[src/rtl/qpwm_pkg.sv]
package qpwm_pkg;

  localparam int PRE_FW = 8;   // prescale field width per pair
  localparam int SEL_FW = 3;   // clock select code width
  localparam int CTL_FW = 4;   // control field width
  localparam int DIV_W  = 4;   // divider counter width (max divide 16)

  // control field layout, bit 0 lowest
  typedef struct packed {
    logic toggle;
    logic invert;
    logic spare;
    logic enable;
  } chctl_t;

  // lsb of the control field of a channel
  function automatic int ctl_lsb(int ch);
    return (ch == 0) ? 0 : 4 * (ch + 1);
  endfunction

  // lsb of the clock select code of a channel
  function automatic int sel_lsb(int ch);
    return 4 * ch;
  endfunction

  // terminal value of the divider counter for a select code
  function automatic logic [DIV_W-1:0] div_limit(logic [SEL_FW-1:0] code);
    case (code)
      3'd0:    return 4'd1;
      3'd1:    return 4'd3;
      3'd2:    return 4'd7;
      3'd3:    return 4'd15;
      default: return 4'd0;
    endcase
  endfunction

endpackage

[src/rtl/qpwm_regs.sv]
module qpwm_regs
  import qpwm_pkg::*;
#(
  parameter int NCH    = 4,
  parameter int CNT_W  = 16,
  parameter int ADDR_W = 12,
  parameter int DATA_W = 32,
  parameter int PRE_W  = 16,
  parameter int SEL_W  = 16,
  parameter int CTL_W  = 20
) (
  input  logic                       clk,
  input  logic                       rst_n,
  input  logic                       req_valid,
  input  logic                       req_write,
  input  logic [ADDR_W-1:0]          req_addr,
  input  logic [DATA_W-1:0]          req_wdata,
  input  logic [NCH-1:0][CNT_W-1:0]  live_cnt,
  output logic                       rsp_valid,
  output logic [DATA_W-1:0]          rsp_rdata,
  output logic [PRE_W-1:0]           pre_q,
  output logic [SEL_W-1:0]           sel_q,
  output logic [CTL_W-1:0]           ctl_q,
  output logic [NCH-1:0][CNT_W-1:0]  per_q,
  output logic [NCH-1:0][CNT_W-1:0]  cmp_q
);

  localparam int WORD_W = ADDR_W - 2;

  logic              aligned;
  logic              wr_hit;
  logic [WORD_W-1:0] word;
  logic [DATA_W-1:0] rd_word;

  assign aligned = (req_addr[1:0] == 2'b00);
  assign wr_hit  = req_valid & req_write & aligned;
  assign word    = req_addr[ADDR_W-1:2];

  always_ff @(posedge clk) begin
    if (!rst_n) begin
      pre_q <= '0;
      sel_q <= '0;
      ctl_q <= '0;
      per_q <= '0;
      cmp_q <= '0;
    end else if (wr_hit) begin
      if (word == WORD_W'(0)) pre_q <= req_wdata[PRE_W-1:0];
      if (word == WORD_W'(1)) sel_q <= req_wdata[SEL_W-1:0];
      if (word == WORD_W'(2)) ctl_q <= req_wdata[CTL_W-1:0];
      for (int n = 0; n < NCH; n++) begin
        if (word == WORD_W'(3 + 3 * n)) per_q[n] <= req_wdata[CNT_W-1:0];
        if (word == WORD_W'(4 + 3 * n)) cmp_q[n] <= req_wdata[CNT_W-1:0];
      end
    end
  end

  always_comb begin
    rd_word = '0;
    if (aligned) begin
      if (word == WORD_W'(0)) rd_word = DATA_W'(pre_q);
      if (word == WORD_W'(1)) rd_word = DATA_W'(sel_q);
      if (word == WORD_W'(2)) rd_word = DATA_W'(ctl_q);
      for (int n = 0; n < NCH; n++) begin
        if (word == WORD_W'(3 + 3 * n)) rd_word = DATA_W'(per_q[n]);
        if (word == WORD_W'(4 + 3 * n)) rd_word = DATA_W'(cmp_q[n]);
        if (word == WORD_W'(5 + 3 * n)) rd_word = DATA_W'(live_cnt[n]);
      end
    end
  end

  always_ff @(posedge clk) begin
    if (!rst_n) begin
      rsp_valid <= 1'b0;
      rsp_rdata <= '0;
    end else begin
      rsp_valid <= req_valid;
      rsp_rdata <= (req_valid && !req_write) ? rd_word : '0;
    end
  end

endmodule

[src/rtl/qpwm_tickgen.sv]
module qpwm_tickgen
  import qpwm_pkg::*;
#(
  parameter int NCH   = 4,
  parameter int NPAIR = 2,
  parameter int PRE_W = 16,
  parameter int SEL_W = 16
) (
  input  logic             clk,
  input  logic             rst_n,
  input  logic [PRE_W-1:0] pre_cfg,
  input  logic [SEL_W-1:0] sel_cfg,
  output logic [NPAIR-1:0] pre_tick,
  output logic [NCH-1:0]   ch_tick
);

  // one prescaler per channel pair
  for (genvar p = 0; p < NPAIR; p++) begin : g_pre
    logic [PRE_FW-1:0] pcnt;
    logic [PRE_FW-1:0] plim;

    assign plim        = pre_cfg[p*PRE_FW +: PRE_FW];
    assign pre_tick[p] = (pcnt >= plim);

    always_ff @(posedge clk) begin
      if (!rst_n)           pcnt <= '0;
      else if (pre_tick[p]) pcnt <= '0;
      else                  pcnt <= pcnt + PRE_FW'(1);
    end
  end

  // one power-of-two divider per channel
  for (genvar c = 0; c < NCH; c++) begin : g_div
    logic [DIV_W-1:0] dcnt;
    logic [DIV_W-1:0] dlim;
    logic             dwrap;

    assign dlim       = div_limit(sel_cfg[sel_lsb(c) +: SEL_FW]);
    assign dwrap      = (dcnt >= dlim);
    assign ch_tick[c] = pre_tick[c/2] & dwrap;

    always_ff @(posedge clk) begin
      if (!rst_n)             dcnt <= '0;
      else if (pre_tick[c/2]) dcnt <= dwrap ? '0 : dcnt + DIV_W'(1);
    end
  end

endmodule

[src/rtl/qpwm_channel.sv]
module qpwm_channel
  import qpwm_pkg::*;
#(
  parameter int CNT_W = 16
) (
  input  logic             clk,
  input  logic             rst_n,
  input  logic             tick,
  input  chctl_t           ctl,
  input  logic [CNT_W-1:0] period,
  input  logic [CNT_W-1:0] compare,
  output logic             pwm,
  output logic [CNT_W-1:0] cnt,
  output logic [CNT_W-1:0] cur_per,
  output logic [CNT_W-1:0] cur_cmp,
  output logic             running,
  output logic             reload
);

  // whether the waveform is in its active part for a given count
  function automatic logic in_active(logic [CNT_W-1:0] c,
                                     logic [CNT_W-1:0] per,
                                     logic [CNT_W-1:0] cmp);
    if (per == '0)  return 1'b0;
    if (cmp >= per) return 1'b1;
    return (c <= cmp);
  endfunction

  logic active;

  assign running = ctl.enable & ctl.toggle;
  assign reload  = running & tick & (cnt == '0);
  assign active  = running & in_active(cnt, cur_per, cur_cmp);

  always_ff @(posedge clk) begin
    if (!rst_n) begin
      cnt     <= '0;
      cur_per <= '0;
      cur_cmp <= '0;
    end else if (!running) begin
      cnt     <= '0;
      cur_per <= period;
      cur_cmp <= compare;
    end else if (reload) begin
      cnt     <= period;
      cur_per <= period;
      cur_cmp <= compare;
    end else if (tick) begin
      cnt     <= cnt - CNT_W'(1);
    end
  end

  always_ff @(posedge clk) begin
    if (!rst_n) pwm <= 1'b0;
    else        pwm <= active ^ ctl.invert;
  end

endmodule

[src/rtl/quad_pwm_ctrl.sv]
module quad_pwm_ctrl
  import qpwm_pkg::*;
#(
  parameter int NCH    = 4,
  parameter int CNT_W  = 16,
  parameter int ADDR_W = 12,
  parameter int DATA_W = 32
) (
  input  logic              clk,
  input  logic              rst_n,
  input  logic              req_valid,
  output logic              req_ready,
  input  logic              req_write,
  input  logic [ADDR_W-1:0] req_addr,
  input  logic [DATA_W-1:0] req_wdata,
  output logic              rsp_valid,
  output logic [DATA_W-1:0] rsp_rdata,
  output logic [NCH-1:0]    pwm_out
);

  localparam int NPAIR = (NCH + 1) / 2;
  localparam int PRE_W = PRE_FW * NPAIR;
  localparam int SEL_W = 4 * NCH;
  localparam int CTL_W = ctl_lsb(NCH - 1) + CTL_FW;

  logic [PRE_W-1:0]          pre_cfg;
  logic [SEL_W-1:0]          sel_cfg;
  logic [CTL_W-1:0]          ctl_cfg;
  logic [NCH-1:0][CNT_W-1:0] per_cfg;
  logic [NCH-1:0][CNT_W-1:0] cmp_cfg;
  logic [NCH-1:0][CNT_W-1:0] ch_cnt;
  logic [NCH-1:0][CNT_W-1:0] ch_cur_per;
  logic [NCH-1:0][CNT_W-1:0] ch_cur_cmp;
  logic [NCH-1:0]            ch_run;
  logic [NCH-1:0]            ch_inv;
  logic [NCH-1:0]            ch_reload;
  logic [NCH-1:0]            ch_tick;
  logic [NPAIR-1:0]          pre_tick;

  assign req_ready = 1'b1;

  qpwm_regs #(
    .NCH(NCH), .CNT_W(CNT_W), .ADDR_W(ADDR_W), .DATA_W(DATA_W),
    .PRE_W(PRE_W), .SEL_W(SEL_W), .CTL_W(CTL_W)
  ) u_regs (
    .clk       (clk),
    .rst_n     (rst_n),
    .req_valid (req_valid),
    .req_write (req_write),
    .req_addr  (req_addr),
    .req_wdata (req_wdata),
    .live_cnt  (ch_cnt),
    .rsp_valid (rsp_valid),
    .rsp_rdata (rsp_rdata),
    .pre_q     (pre_cfg),
    .sel_q     (sel_cfg),
    .ctl_q     (ctl_cfg),
    .per_q     (per_cfg),
    .cmp_q     (cmp_cfg)
  );

  qpwm_tickgen #(
    .NCH(NCH), .NPAIR(NPAIR), .PRE_W(PRE_W), .SEL_W(SEL_W)
  ) u_ticks (
    .clk      (clk),
    .rst_n    (rst_n),
    .pre_cfg  (pre_cfg),
    .sel_cfg  (sel_cfg),
    .pre_tick (pre_tick),
    .ch_tick  (ch_tick)
  );

  for (genvar i = 0; i < NCH; i++) begin : g_ch
    chctl_t ctl_i;
    assign ctl_i     = chctl_t'(ctl_cfg[ctl_lsb(i) +: CTL_FW]);
    assign ch_inv[i] = ctl_i.invert;

    qpwm_channel #(.CNT_W(CNT_W)) u_chan (
      .clk     (clk),
      .rst_n   (rst_n),
      .tick    (ch_tick[i]),
      .ctl     (ctl_i),
      .period  (per_cfg[i]),
      .compare (cmp_cfg[i]),
      .pwm     (pwm_out[i]),
      .cnt     (ch_cnt[i]),
      .cur_per (ch_cur_per[i]),
      .cur_cmp (ch_cur_cmp[i]),
      .running (ch_run[i]),
      .reload  (ch_reload[i])
    );
  end

endmodule

[config.mk]
export PLATFORM = sky130hd
export DESIGN_NAME = quad_pwm_ctrl
export DESIGN_NICKNAME = d
export VERILOG_FILES = /design/src/rtl/qpwm_pkg.sv /design/src/rtl/qpwm_regs.sv /design/src/rtl/qpwm_tickgen.sv /design/src/rtl/qpwm_channel.sv /design/src/rtl/quad_pwm_ctrl.sv
export SDC_FILE = /design/constraint.sdc
export NUM_CORES = 1
export LEC_CHECK = 0
export BUFFER_PORTS_ARGS = -buffer_cell sky130_fd_sc_hd__buf_4
export CORE_ASPECT_RATIO = 1.2
export CORE_UTILIZATION = 35
export CTS_BUF_LIST = sky130_fd_sc_hd__clkbuf_2
export CTS_CLUSTER_SIZE = 10
export DETAILED_ROUTE_END_ITERATION = 8
export REMOVE_ABC_BUFFERS = 1
export SLEW_MARGIN = 20
export SYNTH_ARGS = -nofsm -noshare
export SYNTH_HDL_FRONTEND = slang
export SYNTH_SLANG_ARGS = --single-unit
export TNS_END_PERCENT = 30
[constraint.sdc]
create_clock -name clk -period 2.52 [get_ports clk]
set_input_delay 0.504 -clock clk [delete_from_list [all_inputs] [get_ports clk]]
set_output_delay 0.504 -clock clk [all_outputs]
set_load 0.02 [all_outputs]
Word-level counts from Yosys, hierarchy flattened
Cells that the tools add are included.
{ "word_totals": {"ff_bits": 441, "latchBits": 0, "mem_bits_rw": 0, "romBits": 0, "output_inout_bits": 38, "word_cells": 235, "mem_count": 0} }
{ "classes": {"addsub": 10, "multipliers": 0, "div_mod_pow": 0, "magnitude_cmp": 14, "n_eq_ne": 30, "n_shift": 0, "muxes": 75, "bitwise": 29, "reduce_logical": 40} }
{ "ops": {"columns": ["operator", "count"], "rows": [
  ["$mux 16", 38],
  ["$logic_not 16->1", 8],
  ["$eq 10x4->1 const B", 7],
  ["$ge 16x16->1", 4],
  ["$le 16x16->1", 4],
  ["$pmux 4 s4", 4],
  ["$sub 16x1->16 const B", 4],
  ["$eq 10x3->1 const B", 4],
  ["$reduce_and 2->1", 15],
  ["$mux 1", 28],
  ["$eq 3x2->1 const B", 8],
  ["$and 1x1->1", 22],
  ["$eq 10x2->1 const B", 2],
  ["$mux 20", 1],
  ["$reduce_or 17->1", 1],
  ["$add 4x1->4 const B", 4],
  ["$add 8x1->8 const B", 2],
  ["$ge 4x4->1", 4],
  ["$ge 8x8->1", 2],
  ["$mux 4", 4],
  ["$reduce_or 15->1", 1],
  ["$eq 3x1->1 const B", 4],
  ["$logic_not 3->1", 4],
  ["$eq 10x1->1 const B", 1],
  ["10 further kinds", 22]
]} }

Longest topological paths before layout
{ "logic_depth": {"word_depth": 16, "depth_mapped": 10, "ltp_nobuf": 8} }

Modules after synthesis
Synthesis repeated with hierarchy kept, for this count alone.
{ "unflattened": {"cells_unflattened": 3048, "hier_area_um2": 24456.0} }
{ "by_module_without_submodules": {"columns": ["mod", "instances", "cells_each", "area_each_um2", "seq_area_each_um2"], "rows": [
  ["qpwm_channel", 4, 386, 3016.6, 980.9],
  ["qpwm_regs", 1, 1234, 10147.2, 4023.9],
  ["qpwm_tickgen", 1, 268, 2230.9, 640.6],
  ["quad_pwm_ctrl", 1, 2, 11.3, 0.0]
]} }

Least setup slack after synthesis
OpenSTA, ideal clock, no wires.
{ "synth_timing": {"path_type": "register -> register", "startpoint": "register u_ticks.g_pre[1].pcnt[0]", "endpoint": "register g_ch[3].u_chan.cur_cmp[0]", "setup_time_ns": 0.072, "t_arrival_ns": 2.534, "slack_ns": -0.085, "stages_incl_launch_ff": 11, "n_path_buf": 2, "cell_sequence": "dfxtp_1 -> inv_1 -> ha_1 -> nand2b_1 -> a211oi_1 -> o21bai_1 -> a311o_1 -> clkbuf_1 -> a31oi_1 -> buf_2 -> mux2i_1"} }
{ "synth_between": {"elab_chain_len": 5} }
{ "synth_rtl": {"columns": ["element", "line_no", "source"], "rows": [
  ["start, declared", "qpwm_tickgen.sv:19", "logic [PRE_FW-1:0] pcnt;"],
  ["start signal, assigned", "qpwm_tickgen.sv:28", "else pcnt <= pcnt + PRE_FW'(1);"],
  ["$ge 8x8->1", "qpwm_tickgen.sv:23", "assign pre_tick[p] = (pcnt >= plim);"],
  ["$and 1x1->1", "qpwm_tickgen.sv:40", "assign ch_tick[c] = pre_tick[c/2] & dwrap;"],
  ["$and 1x1->1 (2 in series)", "qpwm_channel.sv:32", "assign reload = running & tick & (cnt == '0);"],
  ["$ne 2x2->1 (no line)", null, null],
  ["end signal, assigned", "qpwm_channel.sv:43", "cur_cmp <= compare;"],
  ["end signal, assigned", "qpwm_channel.sv:47", "cur_cmp <= compare;"],
  ["end, declared", "qpwm_channel.sv:15", "output logic [CNT_W-1:0] cur_cmp,"]
]} }
No other way between the ends.
A chain may end at the register's enable or synchronous reset.

Final worst setup path
{ "layout_timing": {"startpoint": "register u_ticks.g_pre[1].pcnt[0]", "endpoint": "register g_ch[3].u_chan.cur_cmp[7]"} }
The elaborated chain is that of the path after synthesis.

==> run summary <==
CP Max Fanout - 12
Hold Path Class - in2reg
Count leader, synth - nand2_1
Die Area - 71,400 um^2
Crit. End Element - register
YS warnings - 0
Worst path bufs/invs - 5
Core area - 69,600 um^2
Final wirelength - 92,100 um
CP Class - reg2reg
Final min period - 2540 ps
Crit path cell chain - inv_2, ha_4, nand2b_4, a211oi_2, o21bai_1, a311o_1, buf_12, buf_12, a31oi_4, buf_12, clkbuf_16, mux2i_1
DIE HEIGHT - 292 um
Initial antenna violation count - 3
Width of the die - 244 um
Clock root cell - clkbuf_2
Via density per instance - 5.55
Seq/Total Area, Yosys - 34.9%
Relative slew slack - 53.7%
# fillers - 7,101
RSZ-0062 raised after global routing - true
Hold path start - req_addr[6]
DR pass1 iterations - 5
Clk pin slew, worst setup/hold paths - 100 ps
Area grow syn2layout - 19.8%
Largest net degree at the start of global routing - 153
Yosys reg bits - 429
Row count - 106
Count of flip-flops with a built-in enable after synthesis - 0
CTS Buf Count - 111
Top cells by area, synth - dfxtp_1, nand2_1, ha_1, mux2i_1, a21boi_0
Gr ovfl total - 0
Cell Area, Placed - 27,300 um^2
Vias in the first global route - 22,719
CP delay by family, top - compound AO/OA/AOI/OAI gates
Port bufs - 60
CP Launch Type - register
Post-synth top area share - 34.9%
Synthesized cell area - 24,600 um^2
Crit path required time - 3640 ps
DRC Markers - 0
Initial DRC count - 2,390
CTS tree - built
Top FF cell, synth - dfxtp_1
GRT Util Overall - 25.1%
Sequential Area - 8610 um^2
Arr. time, crit path - 3660 ps
Io pins - 86
Peak supply drop - 0.000335 V
Worst hold margin - 5.74 ps
Synth cell count leaders - nand2_1, dfxtp_1, a21boi_0
Worst setup startpoint - u_ticks.g_pre[1].pcnt[0]
Mapped Cells - 3,080
Maximum buffer depth of the clock tree - 3
Leak Pwr - 11.0 nW
Placed cells - 4,067
First-pass GRT wire length - 138,000 um
Final hold vios - 0
# clock sinks - 429
Yosys cell types - 86
Pins Over Slew Limit - 0
Status - complete, but fails checks
Worst Max-Slew Pin Slew - 695 ps
Max Cap Violations - 0
Routed vias - 24,089
Area of the multi-input gates - 14,700 um^2
Worst Slack Setup Final - -15.6 ps
Layout cells sized above 1 - 16.5%
Setup violators final - 1
Crit-path max cell delay - 370 ps
Post-synthesis async set-or-reset flop share - 0%
Final RePlAce weighted congestion - 0.997
Fin util - 42.3%
Initial Utilization - 35.3%
Dominant cell type by area after synthesis - dfxtp_1
Skew final - 104 ps
Final #Nets - 3,565
Remaining antenna violation count - 0
Most frequent CP cell - buf_12
PwrDens - 507 nW/um^2
Finished Layout Cells - 4,343
Clk_lat worst skew - 1220 ps
Design Area, Final - 29,500 um^2
Failing checks - negative setup slack
Wirelength per Cell - 21.2 um
Fmax - 394 MHz
Syn Area/Cell - 7.99 um^2
Final HPWL DP - 65,900 um
CP max stage cell - a311o_1
CTS HTree Levels - 3
Worst reg2reg path startpoint - u_ticks.g_pre[1].pcnt[0]
Crit share post-route - 101%
-- final timing paths --
check,end,slack (ps),cells after the start
setup / recovery,g_ch[3].u_chan.cur_cmp[7],-20,12
hold reg to reg,u_regs.rsp_rdata[17],460,1
setup reg to reg,g_ch[3].u_chan.cur_cmp[7],-20,12
hold / removal,u_regs.rsp_rdata[8],6,6
-- cell families (layout without fill, tap and decap cells) --
kind of cell	after synthesis	in the layout	share of synthesized area [%]
AOI/OAI and AO/OA	726	726	20.5
buffers and inverters	392	723	6.56
other	2	16	0.0305
and+or+nand+nor	1165	1165	21.1
xor gates and xnor gates	12	12	0.427
muxes	184	184	7.80
adders and majority gates	170	170	8.65
DFF	429	429	34.9
-- timing repair --
| action | CTS | global route |
|---|---|---|
| gates cloned | 2 | 5 |
| endpoints found under the setup margin | 34 | 160 |
| gates resized for setup | 13 | 51 |
| hold buffers | 54 | 0 |
| setup buffers | 5 | 22 |
| hold endpoints to repair | 288 | 0 |
| pin swaps | 7 | 23 |
-- stage by stage --
stage / TNS, ps / total power, W / setup WS, ps
6_report: -15.6 / 0.0149 / -15.6
5_1_grt: -4120 / 0.0157 / -122
4_1_cts: 0 / 0.0150 / 8.17
3_5_place_dp: -16090 / 0.00994 / -338
3_3_place_gp: -10750 / 0.00994 / -361
2_1_floorplan: -379610 / 0.00860 / -2080
-- flip-flops by register name (all words and copies together), names as in the netlist --
| signal | count |
|---|---|
| u_ticks.g_div.dcnt | 16 |
| g_ch.u_chan.cnt | 64 |
| u_ticks.g_pre.pcnt | 16 |
| u_regs.sel_q | 16 |
| u_regs.rsp_rdata | 20 |
| g_ch.u_chan.cur_per | 64 |
| g_ch.u_chan.pwm | 4 |
| u_regs.cmp_q | 64 |
| u_regs.rsp_valid | 1 |
| u_regs.pre_q | 16 |
| u_regs.per_q | 64 |
| g_ch.u_chan.cur_cmp | 64 |
| u_regs.ctl_q | 20 |
-- where the power goes --
group | switching [W] | internal, W | total, W
Sequential | 0.0000587 | 0.00683 | 0.00689
Combinational | 0.00186 | 0.00120 | 0.00307
Clock | 0.00307 | 0.00190 | 0.00497
-- cell type report --
type	instances	share of cell area, %
timing repair buffer	359	11.5
sequential	429	29.2
multi-input combinational	2270	49.9
tap	918	3.90
antenna	3	0.0255
clock buffer	161	2.73
clock inverter	27	0.565
inverter	176	2.24
-- placed cells by master, fill, tap and decap left out, types with 65 or more instances in the layout --
cell and instances:
a21oi_1 117, dfxtp_1 416, inv_1 171, buf_4 259
a21boi_0 180, clkbuf_2 161, nand2_1 710, mux2i_1 174
o21ai_0 127, nand3_1 65, ha_1 166, nor2_1 120
-- worst reg2reg max path, stage by stage, from the launching register on --
cell and delay (ps):
dfxtp_2 350, inv_2 40, ha_4 220, nand2b_4 130, a211oi_2 200, o21bai_1 130, a311o_1 370, buf_12 150
buf_12 140, a31oi_4 180, buf_12 150, clkbuf_16 180, mux2i_1 190
-- metal layers --
layer | global-route usage (%) | wire (um) | vias to the layer above
met5 | 0 | 24 | -
met4 | 13.4 | 4620 | 4
met3 | 4.87 | 7250 | 269
met2 | 40.4 | 42300 | 1067
met1 | 31.6 | 37900 | 11325
li1 | - | - | 11424
Power figures use the tool's default switching activity.
